## config.mk

```make
export PLATFORM = sky130hd
export DESIGN_NAME = word_serializer
export DESIGN_NICKNAME = d
export VERILOG_FILES = /design/src/rtl/ws_pkg.sv /design/src/rtl/ws_hold.sv /design/src/rtl/ws_shift.sv /design/src/rtl/word_serializer.sv
export SDC_FILE = /design/constraint.sdc
export NUM_CORES = 1
export LEC_CHECK = 0
export BUFFER_PORTS_ARGS = -buffer_cell sky130_fd_sc_hd__buf_2
export CAP_MARGIN = 30
export CELL_PAD_IN_SITES_DETAIL_PLACEMENT = 0
export CELL_PAD_IN_SITES_GLOBAL_PLACEMENT = 1
export CORE_MARGIN = 2
export CORE_UTILIZATION = 34
export CTS_BUF_LIST = sky130_fd_sc_hd__clkbuf_8
export DETAILED_ROUTE_END_ITERATION = 8
export PLACE_DENSITY = 0.57
export SETUP_SLACK_MARGIN = 0.3
export SLEW_MARGIN = 15
export SYNTH_ARGS = -nofsm -noshare
export SYNTH_HDL_FRONTEND = slang
export SYNTH_SLANG_ARGS = --single-unit
```

## constraint.sdc

```tcl
create_clock -name clk -period 2.6 [get_ports clk]
set_input_delay 0.52 -clock clk [delete_from_list [all_inputs] [get_ports clk]]
set_output_delay 0.52 -clock clk [all_outputs]
set_load 0.05 [all_outputs]
```

## src/rtl/ws_pkg.sv

```systemverilog
package ws_pkg;
   // where the next bit comes from on a request
   typedef enum logic [1:0] {
      SRC_SHIFT = 2'd0,
      SRC_HOLD  = 2'd1,
      SRC_FILL  = 2'd2
   } ws_src_e;
endpackage

```

## src/rtl/ws_hold.sv

```systemverilog
module ws_hold #(
   parameter int WORD_W = 16
) (
   input  logic              clk,
   input  logic              rst_n,
   input  logic              clr,
   input  logic              load,
   input  logic              take,
   input  logic [WORD_W-1:0] data_i,
   output logic [WORD_W-1:0] word_o,
   output logic              vld_o
);
   always_ff @(posedge clk or negedge rst_n) begin
      if (!rst_n) begin
         word_o <= '0;
         vld_o  <= 1'b0;
      end else if (clr) begin
         word_o <= '0;
         vld_o  <= 1'b0;
      end else if (load) begin
         word_o <= data_i;
         vld_o  <= 1'b1;
      end else if (take) begin
         vld_o  <= 1'b0;
      end
   end


   hold_capture_chk: assert property (@(posedge clk) disable iff (!rst_n)
      (load && !clr) |=> (vld_o && word_o == $past(data_i)));


   hold_keep_chk: assert property (@(posedge clk) disable iff (!rst_n)
      (vld_o && !load && !clr) |=> $stable(word_o));
endmodule

```

## src/rtl/ws_shift.sv

```systemverilog
module ws_shift
   import ws_pkg::*;
#(
   parameter int WORD_W    = 16,
   parameter bit MSB_FIRST = 1'b1
) (
   input  logic              clk,
   input  logic              rst_n,
   input  logic              clr,
   input  logic              step,
   input  logic              hold_vld,
   input  logic [WORD_W-1:0] hold_word,
   output logic              take_o,
   output logic              last_o,
   output logic              bit_o,
   output logic              underrun_o
);
   localparam int CNT_W = $clog2(WORD_W + 1);
   localparam logic [CNT_W-1:0] CNT_RELOAD = CNT_W'(WORD_W - 1);
   localparam logic [CNT_W-1:0] CNT_ONE    = CNT_W'(1);

   logic [WORD_W-1:0] sreg;
   logic [WORD_W-1:0] sreg_adv, hold_adv;
   logic              head_s, head_h;
   logic [CNT_W-1:0]  cnt;
   ws_src_e           src;

   generate
      if (MSB_FIRST) begin : g_msb
         assign head_s   = sreg[WORD_W-1];
         assign head_h   = hold_word[WORD_W-1];
         assign sreg_adv = {sreg[WORD_W-2:0], 1'b0};
         assign hold_adv = {hold_word[WORD_W-2:0], 1'b0};
      end else begin : g_lsb
         assign head_s   = sreg[0];
         assign head_h   = hold_word[0];
         assign sreg_adv = {1'b0, sreg[WORD_W-1:1]};
         assign hold_adv = {1'b0, hold_word[WORD_W-1:1]};
      end
   endgenerate

   always_comb begin
      if (cnt != '0)     src = SRC_SHIFT;
      else if (hold_vld) src = SRC_HOLD;
      else               src = SRC_FILL;
   end

   assign take_o = step && (src == SRC_HOLD);
   assign last_o = step && (src == SRC_SHIFT) && (cnt == CNT_ONE);

   always_ff @(posedge clk or negedge rst_n) begin
      if (!rst_n) begin
         sreg       <= '0;
         cnt        <= '0;
         bit_o      <= 1'b0;
         underrun_o <= 1'b0;
      end else if (clr) begin
         sreg       <= '0;
         cnt        <= '0;
         bit_o      <= 1'b0;
         underrun_o <= 1'b0;
      end else if (step) begin
         unique case (src)
            SRC_SHIFT: begin
               bit_o      <= head_s;
               sreg       <= sreg_adv;
               cnt        <= cnt - CNT_ONE;
               underrun_o <= 1'b0;
            end
            SRC_HOLD: begin
               bit_o      <= head_h;
               sreg       <= hold_adv;
               cnt        <= CNT_RELOAD;
               underrun_o <= 1'b0;
            end
            default: begin
               bit_o      <= 1'b0;
               underrun_o <= 1'b1;
            end
         endcase
      end
   end


   cnt_range_chk: assert property (@(posedge clk) disable iff (!rst_n)
      cnt <= CNT_W'(WORD_W));


   take_reload_chk: assert property (@(posedge clk) disable iff (!rst_n)
      (take_o && !clr) |=> (cnt == CNT_RELOAD));


   fill_zero_chk: assert property (@(posedge clk) disable iff (!rst_n)
      (step && !clr && src == SRC_FILL) |=> (underrun_o && !bit_o));
endmodule

```

## src/rtl/word_serializer.sv

```systemverilog
module word_serializer #(
   parameter int WORD_W    = 16,
   parameter bit MSB_FIRST = 1'b1
) (
   input  logic              clk,
   input  logic              rst_n,
   input  logic              init_i,
   input  logic              load_i,
   input  logic [WORD_W-1:0] data_i,
   input  logic              bit_req_i,
   output logic              bit_o,
   output logic              word_req_o,
   output logic              underrun_o
);
   generate
      if (WORD_W < 2) begin : g_bad_width
         $error("word_serializer: WORD_W must be at least 2");
      end
   endgenerate

   logic              step, load_ok;
   logic              take, last;
   logic              hold_vld, hold_vld_nxt;
   logic [WORD_W-1:0] hold_word;

   assign step    = bit_req_i && !init_i;
   assign load_ok = load_i && !init_i;

   ws_hold #(.WORD_W(WORD_W)) u_hold (
      .clk    (clk),
      .rst_n  (rst_n),
      .clr    (init_i),
      .load   (load_ok),
      .take   (take),
      .data_i (data_i),
      .word_o (hold_word),
      .vld_o  (hold_vld)
   );

   ws_shift #(.WORD_W(WORD_W), .MSB_FIRST(MSB_FIRST)) u_shift (
      .clk        (clk),
      .rst_n      (rst_n),
      .clr        (init_i),
      .step       (step),
      .hold_vld   (hold_vld),
      .hold_word  (hold_word),
      .take_o     (take),
      .last_o     (last),
      .bit_o      (bit_o),
      .underrun_o (underrun_o)
   );

   assign hold_vld_nxt = load_ok || (hold_vld && !take);

   always_ff @(posedge clk or negedge rst_n) begin
      if (!rst_n)      word_req_o <= 1'b0;
      else if (init_i) word_req_o <= 1'b0;
      else             word_req_o <= (last || take) && !hold_vld_nxt;
   end


   req_pulse_chk: assert property (@(posedge clk) disable iff (!rst_n)
      word_req_o |=> !word_req_o);


   req_vs_hold_chk: assert property (@(posedge clk) disable iff (!rst_n)
      word_req_o |-> !hold_vld);


   init_clear_chk: assert property (@(posedge clk) disable iff (!rst_n)
      init_i |=> (!bit_o && !word_req_o && !underrun_o));


   bit_hold_chk: assert property (@(posedge clk) disable iff (!rst_n)
      (!init_i && !bit_req_i) |=> $stable(bit_o));
endmodule

```

==> results_dict.tcl, run 1 <==
set metrics [dict create \
    power.share.switching_pct 33.01 \
    io_buffers 23 \
    fmax_ghz 0.4754 \
    critical_path_arrival_ns 2.28 \
    crit_type "reg2reg" \
    fin_crit_ns 2.104 \
    leakagePower_nw 1.024 \
    grt_pass1_wl_mm 7.086 \
    clock-sinks 40 \
    internal-power_mw 1.085 \
    slowest_delay_ns 0.53 \
    antennaDiodeCount 0 \
    rows 28 \
    pwr-share-comb_pct 31.8 \
    io_pins 24 \
    synth_seq_area_share_pct 47.42 \
    p_seq_share_pct 44.6 \
    grt_usage_pct 13.96 \
    die_x_um 82.79 \
    rsz0062_at_grt "no" \
    start_kind "register" \
    drc 0 \
    overflow 0 \
    finalSetupTns_ns 0 \
    outcome "complete, no violations" \
    worst_setup_path_end_kind "register" \
    antenna_found_initial 0 \
    hold_viol_final 0 \
    slew_headroom_pct 62.63 \
    fin_crit_sh_pct 80.91 \
    crit_chain "inv_1 > ha_1 > or4b_4 > o21a_2 > mux2_2" \
    totalWireLength_mm 4.172 \
    cts_max_path_buffers 2 \
    finalClockSkew_ns 0.003961 \
    ir_drop_uv 270.6 \
    synth.avg_cell_area_um2 11.11 \
    slowest_stage "or4b_4" \
    wl_per_cell_um 14.64 \
    fin_nets 234 \
    h-tree-depth 2 \
    yosysWarnings 0 \
    area_growth_pct 10.43 \
    slew_violations 0 \
    netlist_instances 190 \
    first_global_vias 1465 \
    layout-drive-gt1-share_pct 30.48 \
    vias 1405 \
    start_util_pct 35.44 \
    clk_pin_slew_ns 0.07 \
    dp_hpwl_mm 2.691 \
    cts_tree "built" \
    required_ns 2.77 \
    p_sw_mw 0.5349 \
    holdWs_ns 0.1057 \
    gp_congestion 0.7895 \
    netlist-cell-type-count 37 \
    min_path_type "in2async" \
    postCtsSetupRepairBufs 0 \
    drtAntennaViolNets 0 \
    cts-root-buf "clkbuf_8" \
    dieArea_um2 6854 \
    maxCapViolCount 0 \
    numCtsBuffers 5 \
    pwr-share-clk_pct 23.5 \
    dieHeight_um 82.79 \
    grt_max_degree 41 \
    initialDrtViolationCount 89 \
    synth_area_um2 2111 \
    synth_nets 214 \
    tightest_slew_ns 0.5605 \
    synth-seq-cells 40 \
    core_area_um2 5956 \
    firstDrtPassIters 4 \
    cp_max_fo 17 \
    powerDensity_nw_per_um2 695.1 \
    via_per_inst 4.930 \
    clk_latency_ns 0.29 \
    finalSetupViolations 0 \
]
-- timing repair --
action / CTS / global route
setup endpoints to repair: 0 / 11
gates resized for setup: 0 / 1
hold buffers: 0 / 0
-- placed cells by master, fill, tap and decap left out, drive strengths merged --
cell	instances
a21oi	4
a311oi	1
a31oi	1
and2	1
and2b	1
and3	1
buf	29
clkbuf	5
clkinv	1
dfrtp	40
ha	3
inv	19
mux2	14
mux2i	19
nand2	16
nand2b	1
nand3	1
nand3b	1
nor2	21
nor2b	1
nor3	1
nor3b	1
nor4	2
nor4b	1
o21a	2
o21ai	3
o22ai	1
o31ai	1
o32ai	14
o41ai	1
or3	1
or4b	2
-- registers in the layout, summed over array words and instances, names as in the netlist --
register	flops
u_shift.sreg	15
u_hold.word_o	16
u_shift.underrun_o	1
u_hold.vld_o	1
word_req_o	1
u_shift.cnt	5
u_shift.bit_o	1
-- synthesized netlist by cell type, drive strengths merged --
cell | instances | area [µm²]
ha | 3 | 37.54
nand3 | 1 | 5.000
nor3b | 1 | 7.510
nor4 | 2 | 12.51
mux2i | 19 | 190.2
a31oi | 1 | 6.260
or3 | 1 | 7.510
a311oi | 1 | 8.760
buf | 10 | 101.3
o21ai | 3 | 15.01
nand2 | 16 | 60.06
mux2 | 14 | 157.7
clkbuf | 6 | 23.77
inv | 18 | 67.56
o21a | 2 | 15.01
o41ai | 1 | 8.760
and2b | 1 | 8.760
and3 | 1 | 6.260
nor2 | 21 | 78.83
and2 | 1 | 6.260
nor3 | 1 | 10.01
nor4b | 1 | 15.01
nand3b | 1 | 7.510
a21oi | 4 | 20.02
dfrtp | 40 | 1001
o22ai | 1 | 6.260
nand2b | 1 | 6.260
nor2b | 1 | 6.260
or4b | 2 | 23.77
o31ai | 1 | 7.510
o32ai | 14 | 182.7
-- area by class of cell --
type / instances / area (µm²)
Clock inverter: 2 / 8.758
Multi-Input combinational cell: 116 / 918.4
Clock buffer: 5 / 68.82
Fill cell: 600 / 3625
Tap cell: 75 / 93.84
Inverter: 18 / 67.56
Timing Repair Buffer: 29 / 172.7
Sequential cell: 40 / 1001
-- worst max-delay path, delay by kind of cell (launching register included) --
family                   cells  cell delay (ns)
adder cells (fa/ha/maj)      1             0.21
buffers and inverters        1             0.11
multiplexers                 1             0.32
flip-flops                   1             0.44
AO/OA/AOI/OAI                1             0.38
AND/OR/NAND/NOR              1             0.53
-- per-stage QoR --
stage	cell area [µm²]	setup WS [ns]	power (mW)	util (%)	instances
after floorplan	2111	0.6051	1.191	-	190
after global placement	2232	0.3818	1.244	37.48	277
final	2331	0.4963	1.620	39.14	285
after CTS	2310	0.3081	1.649	38.78	284
after global routing	2331	0.4020	1.737	39.14	285
after detailed placement	2232	0.3152	1.255	37.48	277
-- power groups by stage --
| stage | Clock, mW | Combinational (mW) | Sequential (mW) |
|---|---|---|---|
| finish | 0.381 | 0.515 | 0.723 |
| CTS | 0.406 | 0.521 | 0.722 |
| global route | 0.435 | 0.572 | 0.730 |
| global placement | 0 | 0.513 | 0.730 |
| floorplan | 0 | 0.463 | 0.728 |
| detailed placement | 0 | 0.521 | 0.735 |
-- per-layer routing --
metal,wire length [µm],track usage (%)
met1,2049,18.03
met2,1896,22.66
met3,170,3.896
met4,55,4.426
met5,0,0
-- final timing paths --
check	slack (ns)	depth (start not counted)	to	startpoint
worst max register to register	0.50	5	u_shift.cnt[1]$_DFFE_PN0P_	u_shift.cnt[0]$_DFFE_PN0P_
max in group asynchronous	2.05	2	u_shift.sreg[10]$_DFFE_PN0P_	rst_n
min in group clk	0.47	3	u_hold.word_o[5]$_DFFE_PN0P_	data_i[5]
worst min-delay path	0.11	1	u_shift.cnt[4]$_DFFE_PN0P_	rst_n
worst max-delay path	0.50	5	u_shift.cnt[1]$_DFFE_PN0P_	u_shift.cnt[0]$_DFFE_PN0P_
worst min register to register	0.52	2	u_hold.word_o[2]$_DFFE_PN0P_	u_hold.word_o[2]$_DFFE_PN0P_
-- cells by family after synthesis --
kind of cell,after synthesis,synth area share [%]
buffers and inverters,34,9.128
AND/OR/NAND/NOR,52,12.39
adder cells (fa/ha/maj),3,1.778
AO/OA/AOI/OAI,28,12.80
flip-flops,40,47.42
multiplexers,33,16.48
No activity file was read; power rests on OpenSTA's default activity.
==> run 2, diff against run 1 <==
Clock period 2.6 ns to 2.2 ns, I/O delays scaled along.
==> run 2 against run 1 <==
- sequential share of layout area shrank 1.7 points
- power grew 27%
- critical path depth grew 1
- global-route usage shrank 0.096 points
- setup slack lost 0.15 ns
- routed wire length grew 0.72%
- critical path type unchanged
- combinational power grew 43%
- hold slack gained 0.0042 ns
- clock power grew 21%
- critical endpoint is now u_shift.sreg[4]$_DFFE_PN0P_
- register-to-register slack lost 0.15 ns
- sequential power grew 18%
==> results_dict.tcl, run 2 (synthesis results as in run 1) <==
set metrics [dict create \
    layout-drive-gt1-share_pct 35.35 \
    crit_type "reg2reg" \
    cp_max_fo 15 \
    die_x_um 82.79 \
    initialDrtViolationCount 59 \
    finalSetupTns_ns 0 \
    h-tree-depth 2 \
    io_pins 24 \
    slew_headroom_pct 45.72 \
    finalClockSkew_ns 0.009294 \
    grt_pass1_wl_mm 7.065 \
    outcome "complete, no violations" \
    final_util_pct 40.80 \
    totalWireLength_mm 4.202 \
    wl_per_cell_um 14.49 \
    fin_crit_sh_pct 84.35 \
    hold_viol_final 0 \
    finalSetupViolations 0 \
    slowest_delay_ns 0.47 \
    cts-root-buf "clkbuf_8" \
    layout_common_cells "dfrtp_1, buf_2, nor2_1" \
    grt_usage_pct 13.86 \
    maxCapViolCount 0 \
    via_per_inst 4.938 \
    fillers 587 \
    grt_max_degree 24 \
    p_sw_mw 0.6840 \
    finalPower_mw 2.052 \
    largest_reg_flops 16 \
    dp_hpwl_mm 2.795 \
    io_buffers 23 \
    powerDensity_nw_per_um2 844.5 \
    required_ns 2.38 \
    holdWs_ns 0.1099 \
    first_global_vias 1459 \
    start_util_pct 35.44 \
    worst_setup_path_end_kind "register" \
    slew_violations 0 \
    fin_crit_ns 1.856 \
    rsz0062_at_grt "no" \
    antennaDiodeCount 0 \
    fin_nets 239 \
    reg2reg_to "u_shift.sreg[4]$_DFFE_PN0P_" \
    slowest_stage "or4b_4" \
    vias 1432 \
    stdcell_count 290 \
    core_area_um2 5956 \
    internal-power_mw 1.368 \
    leakagePower_nw 1.057 \
    cts_tree "built" \
    clk_pin_slew_ns 0.08 \
    numCtsBuffers 5 \
    fmax_ghz 0.5389 \
    clk_latency_ns 0.28 \
    power.share.switching_pct 33.33 \
    pwr-share-clk_pct 22.5 \
    p_seq_share_pct 41.7 \
    overflow 0 \
    start_kind "register" \
    antenna_found_initial 0 \
    firstDrtPassIters 4 \
    largestRegisters "u_hold.word_o x16, u_shift.sreg x15, u_shift.cnt x5" \
    mostFrequentLayoutCell "dfrtp_1" \
    gp_congestion 0.7259 \
    r2r-start "u_shift.cnt[1]$_DFFE_PN0P_" \
    pwr-share-comb_pct 35.8 \
    reg2reg_depth 6 \
    dieHeight_um 82.79 \
    ff_latch_area_um2 1001 \
    min_path_type "in2async" \
    clock-sinks 40 \
    crit_chain "inv_2 > ha_4 > or4b_4 > o21a_4 > buf_8 > o32ai_1" \
    dp_cells 279 \
    drtAntennaViolNets 0 \
    cts_max_path_buffers 2 \
    dieArea_um2 6854 \
    rows 28 \
    drc 0 \
    tightest_slew_ns 0.8142 \
    area_growth_pct 15.12 \
    holdBufCountCts 0 \
    reg2reg_slack_ns 0.34 \
    ir_drop_uv 337.7 \
    critical_path_arrival_ns 2.04 \
    largest-register "u_hold.word_o" \
    multiInputGateArea_um2 968.4 \
]
run 2: worst max-delay path by stage:
| stage | startpoint | end | slack, ns | cells after the start |
|---|---|---|---|---|
| final | u_shift.cnt[1]$_DFFE_PN0P_ | u_shift.sreg[4]$_DFFE_PN0P_ | 0.34 | 6 |
| after global routing | u_shift.cnt[1]$_DFFE_PN0P_ | u_shift.sreg[3]$_DFFE_PN0P_ | 0.31 | 6 |
| after CTS | u_shift.cnt[0]$_DFFE_PN0P_ | u_shift.sreg[4]$_DFFE_PN0P_ | 0.33 | 6 |
| after detailed placement | u_shift.cnt[0]$_DFFE_PN0P_ | u_shift.sreg[3]$_DFFE_PN0P_ | 0.10 | 6 |
| after global placement | u_shift.cnt[0]$_DFFE_PN0P_ | u_shift.sreg[6]$_DFFE_PN0P_ | 0.23 | 6 |
| after floorplan | u_shift.cnt[0]$_DFFE_PN0P_ | u_shift.cnt[0]$_DFFE_PN0P_ | 0.22 | 8 |
run 2: final cells by class:
class / instances / area share (%)
timing repair buffer: 34 / 8.960
inverter: 18 / 2.781
tap: 75 / 3.862
multi-input combinational: 116 / 39.86
clock buffer: 5 / 2.832
sequential: 40 / 41.19
clock inverter: 2 / 0.5149
run 2: power groups by stage:
stage / combinational (mW) / clock, mW / sequential, mW
global route: 0.793 / 0.512 / 0.864
CTS: 0.709 / 0.485 / 0.853
finish: 0.734 / 0.462 / 0.856
detailed placement: 0.656 / 0 / 0.871
global placement: 0.636 / 0 / 0.867
floorplan: 0.564 / 0 / 0.864
run 2: stage by stage:
step                instance area (µm²)  setup slack, ns
floorplan                          2122           0.2222
global placement                   2271           0.2276
detailed placement                 2271           0.1009
CTS                                2389           0.3322
global route                       2430           0.3089
finish                             2430           0.3442
run 2: what timing repair did:
| action | CTS | global route |
|---|---|---|
| endpoints found under the setup margin | 16 | 9 |
| pin swaps | 0 | 0 |
| setup buffers | 2 | 2 |
| resized for setup | 4 | 5 |
| gates cloned | 0 | 0 |
run 2: critical path: cells and delay by family, from the launching register on:
kind                       cells  cell delay, ns
buffers and inverters          2            0.26
adders and majority gates      1            0.15
and+or+nand+nor                1            0.47
DFF                            1            0.42
AOI/OAI and AO/OA              2            0.45
run 2: routing by layer:
layer,global-route usage (%),routed length (µm)
met1,18.94,1959
met2,22.18,2003
met3,2.706,210
met4,4.426,27
met5,0,0
==> run 3, diff against run 2 <==
Settings changed: ABC_AREA set to 1, PLACE_DENSITY 0.57 to 0.61.
Clock period 2.2 ns to 1.8 ns, I/O delays scaled along.
==> run 3 against run 2 <==
- combinational power up 140%
- register-to-register slack better by 0.03 ns
- utilization up 1.6 points
- global-route usage up 3.5 points
- first-iteration DRC count up 6.8%
- largest cell class unchanged
- largest power group is now combinational cells
==> results_dict.tcl, run 3 <==
set metrics [dict create \
    drc 0 \
    die_x_um 82.21 \
    ir_drop_uv 675.8 \
    maxCapViolCount 0 \
    synthTopCellsByCount "nand3_1, nand2_1, dfrtp_1" \
    start_util_pct 35.12 \
    vias 1772 \
    wl_per_cell_um 13.47 \
    fin_nets 317 \
    fin_crit_ns 1.423 \
    muxShareOfSynthArea_pct 0 \
    synthXorXnorAreaFrac_pct 0 \
    finalSetupViolations 0 \
    synth_seq_area_share_pct 48.13 \
    synthFlopType "dfrtp_1" \
    firstDrtPassIters 4 \
    reg2reg_slack_ns 0.38 \
    synth_adder_area_share_pct 1.805 \
    synth-seq-cells 40 \
    grt.busiest_layer "met2" \
    grtUsageMet2_pct 28.55 \
    layout_common_cells "nand3_1, nand2_1, dfrtp_1" \
    crit_chain "nor2_4 > nand2_2 > o21ai_2 > buf_12 > nand3_1 > nand2_1" \
    cts_tree "built" \
    largest-register "u_hold.word_o" \
    synth_area_um2 2079 \
    first_global_vias 1775 \
    finalSetupTns_ns 0 \
    synth_edf_count 0 \
    dp_hpwl_mm 3.198 \
    hold_viol_final 0 \
    synth.avg_cell_area_um2 7.907 \
    fmax_ghz 0.7026 \
    multiInputGateArea_um2 860.8 \
    synth_top_area_share_pct 48.13 \
    area_growth_pct 20.70 \
    fillers 648 \
    grt_max_degree 39 \
    synthArstFlopShare_pct 100.0 \
    ff_latch_area_um2 1001 \
    rows 28 \
    powerDensity_nw_per_um2 1501 \
    slowest_delay_ns 0.43 \
    slew_headroom_pct 65.49 \
    netlist-cell-type-count 22 \
    mostFrequentLayoutCell "nand3_1" \
    clk_latency_ns 0.30 \
    worst_setup_path_end_kind "register" \
    numCtsBuffers 5 \
    rsz0062_at_grt "no" \
    tightest_slew_ns 0.5176 \
    outcome "complete, no violations" \
    synth_top_family_by_area "simple AND/OR/NAND/NOR gates" \
    yosys.area_share.simple_pct 34.00 \
    antenna_found_initial 0 \
    finalPower_mw 3.767 \
    leakagePower_nw 1.335 \
    reg2reg_depth 6 \
    grtUsageMet3_pct 3.478 \
    gp_congestion 0.7297 \
    grtUsageMet1_pct 22.11 \
    io_pins 24 \
    largestRegisters "u_hold.word_o x16, u_shift.sreg x15, u_shift.cnt x5" \
    drtAntennaViolNets 0 \
    grt_pass1_wl_mm 8.714 \
    synth-compound-area-share_pct 4.272 \
    crit_path_end "u_shift.sreg[14]$_DFFE_PN0P_" \
    core_area_um2 5921 \
    slew_violations 0 \
    h-tree-depth 2 \
    synth.top_cells.by_area "dfrtp_1, nand3_1, nand2_1" \
    slowest_stage "dfrtp_1" \
    start_kind "register" \
    crit_path_start "u_shift.cnt[2]$_DFFE_PN0P_" \
    critical_path_arrival_ns 1.66 \
    grt_usage_pct 17.35 \
    crit_type "reg2reg" \
    cts_max_path_buffers 2 \
    io_buffers 23 \
    largest_reg_flops 16 \
    cp_max_fo 20 \
    yosysWarnings 0 \
    layout-drive-gt1-share_pct 20.41 \
    required_ns 2.04 \
    finalClockSkew_ns 0.004517 \
    fin_crit_sh_pct 79.07 \
    netlist_instances 263 \
    totalWireLength_mm 4.969 \
    cts-root-buf "clkbuf_8" \
    antennaDiodeCount 0 \
    initialDrtViolationCount 63 \
    r2r-start "u_shift.cnt[2]$_DFFE_PN0P_" \
    via_per_inst 4.802 \
    synth_top_area_cell "dfrtp_1" \
    synth_nets 287 \
    dieHeight_um 82.21 \
    min_path_type "in2async" \
    dieArea_um2 6758 \
    yosys.cell_count.top_type "nand3_1" \
    clk_pin_slew_ns 0.08 \
    reg2reg_to "u_shift.sreg[14]$_DFFE_PN0P_" \
    overflow 0 \
    clock-sinks 40 \
]
[run 3: metrics by stage]
| step | cells | hold slack, ns | cell area (µm²) | setup slack, ns | util (%) |
|---|---|---|---|---|---|
| final | 369 | 0.02321 | 2510 | 0.3767 | 42.39 |
| after global routing | 369 | 0.06328 | 2510 | 0.2867 | 42.39 |
| after CTS | 365 | 0.03535 | 2459 | 0.3227 | 41.53 |
| after detailed placement | 352 | 0.3602 | 2256 | 0.1415 | 38.10 |
| after global placement | 352 | 0.3631 | 2256 | 0.1773 | 38.10 |
| after floorplan | 263 | 0.06441 | 2079 | 0.3719 | - |
[run 3: report_power, final]
group / switching, mW / internal, mW / leakage, nW
combinational: 1.06 / 0.716 / 0.731
sequential: 0.117 / 1.06 / 0.540
clock: 0.328 / 0.490 / 0.0645
total: 1.51 / 2.26 / 1.34
[run 3: kinds of logic after synthesis]
family / Yosys count
simple gates: 149
compound gates: 17
buf+inv: 54
fa+ha+maj: 3
flops: 40
[run 3: worst max-delay path: cells and delay by family (launching register included)]
family | cells | cell delay [ns]
AO/OA/AOI/OAI | 1 | 0.18
AND/OR/NAND/NOR | 4 | 0.57
flip-flops | 1 | 0.43
buffers and inverters | 1 | 0.18
[run 3: worst min path at each step]
stage,start,end,slack (ns),cells after the start
after floorplan,rst_n,u_hold.vld_o$_DFFE_PN0P_,0.06,0
after global placement,rst_n,u_hold.word_o[15]$_DFFE_PN0P_,0.36,1
after detailed placement,rst_n,u_hold.word_o[15]$_DFFE_PN0P_,0.36,1
final,rst_n,u_hold.word_o[15]$_DFFE_PN0P_,0.02,1
after global routing,rst_n,u_shift.sreg[6]$_DFFE_PN0P_,0.06,1
after CTS,rst_n,u_hold.word_o[13]$_DFFE_PN0P_,0.04,1
[run 3: repair_timing]
action | in CTS | in global routing
setup buffers | 4 | 4
hold buffers | 0 | 0
pin swaps | 2 | 3
setup endpoints to repair | 21 | 14
gates cloned | 1 | 0
resized for setup | 6 | 4
[run 3: final cells by class]
type                       instances  area share, %
inverter                          40          5.982
timing repair buffer              37          11.07
sequential                        40          39.88
clock buffer                       7          3.838
clock inverter                     1          1.196
multi-input combinational        169          34.30
tap                               75          3.739
[run 3: layer usage]
| layer | share of wire, % | routed length [µm] | vias to the layer above |
|---|---|---|---|
| met5 | 0 | 0 | - |
| met4 | 2.4 | 121 | 0 |
| met3 | 2.5 | 123 | 12 |
| met2 | 48 | 2367 | 23 |
| met1 | 47 | 2357 | 841 |
| li1 | - | - | 896 |
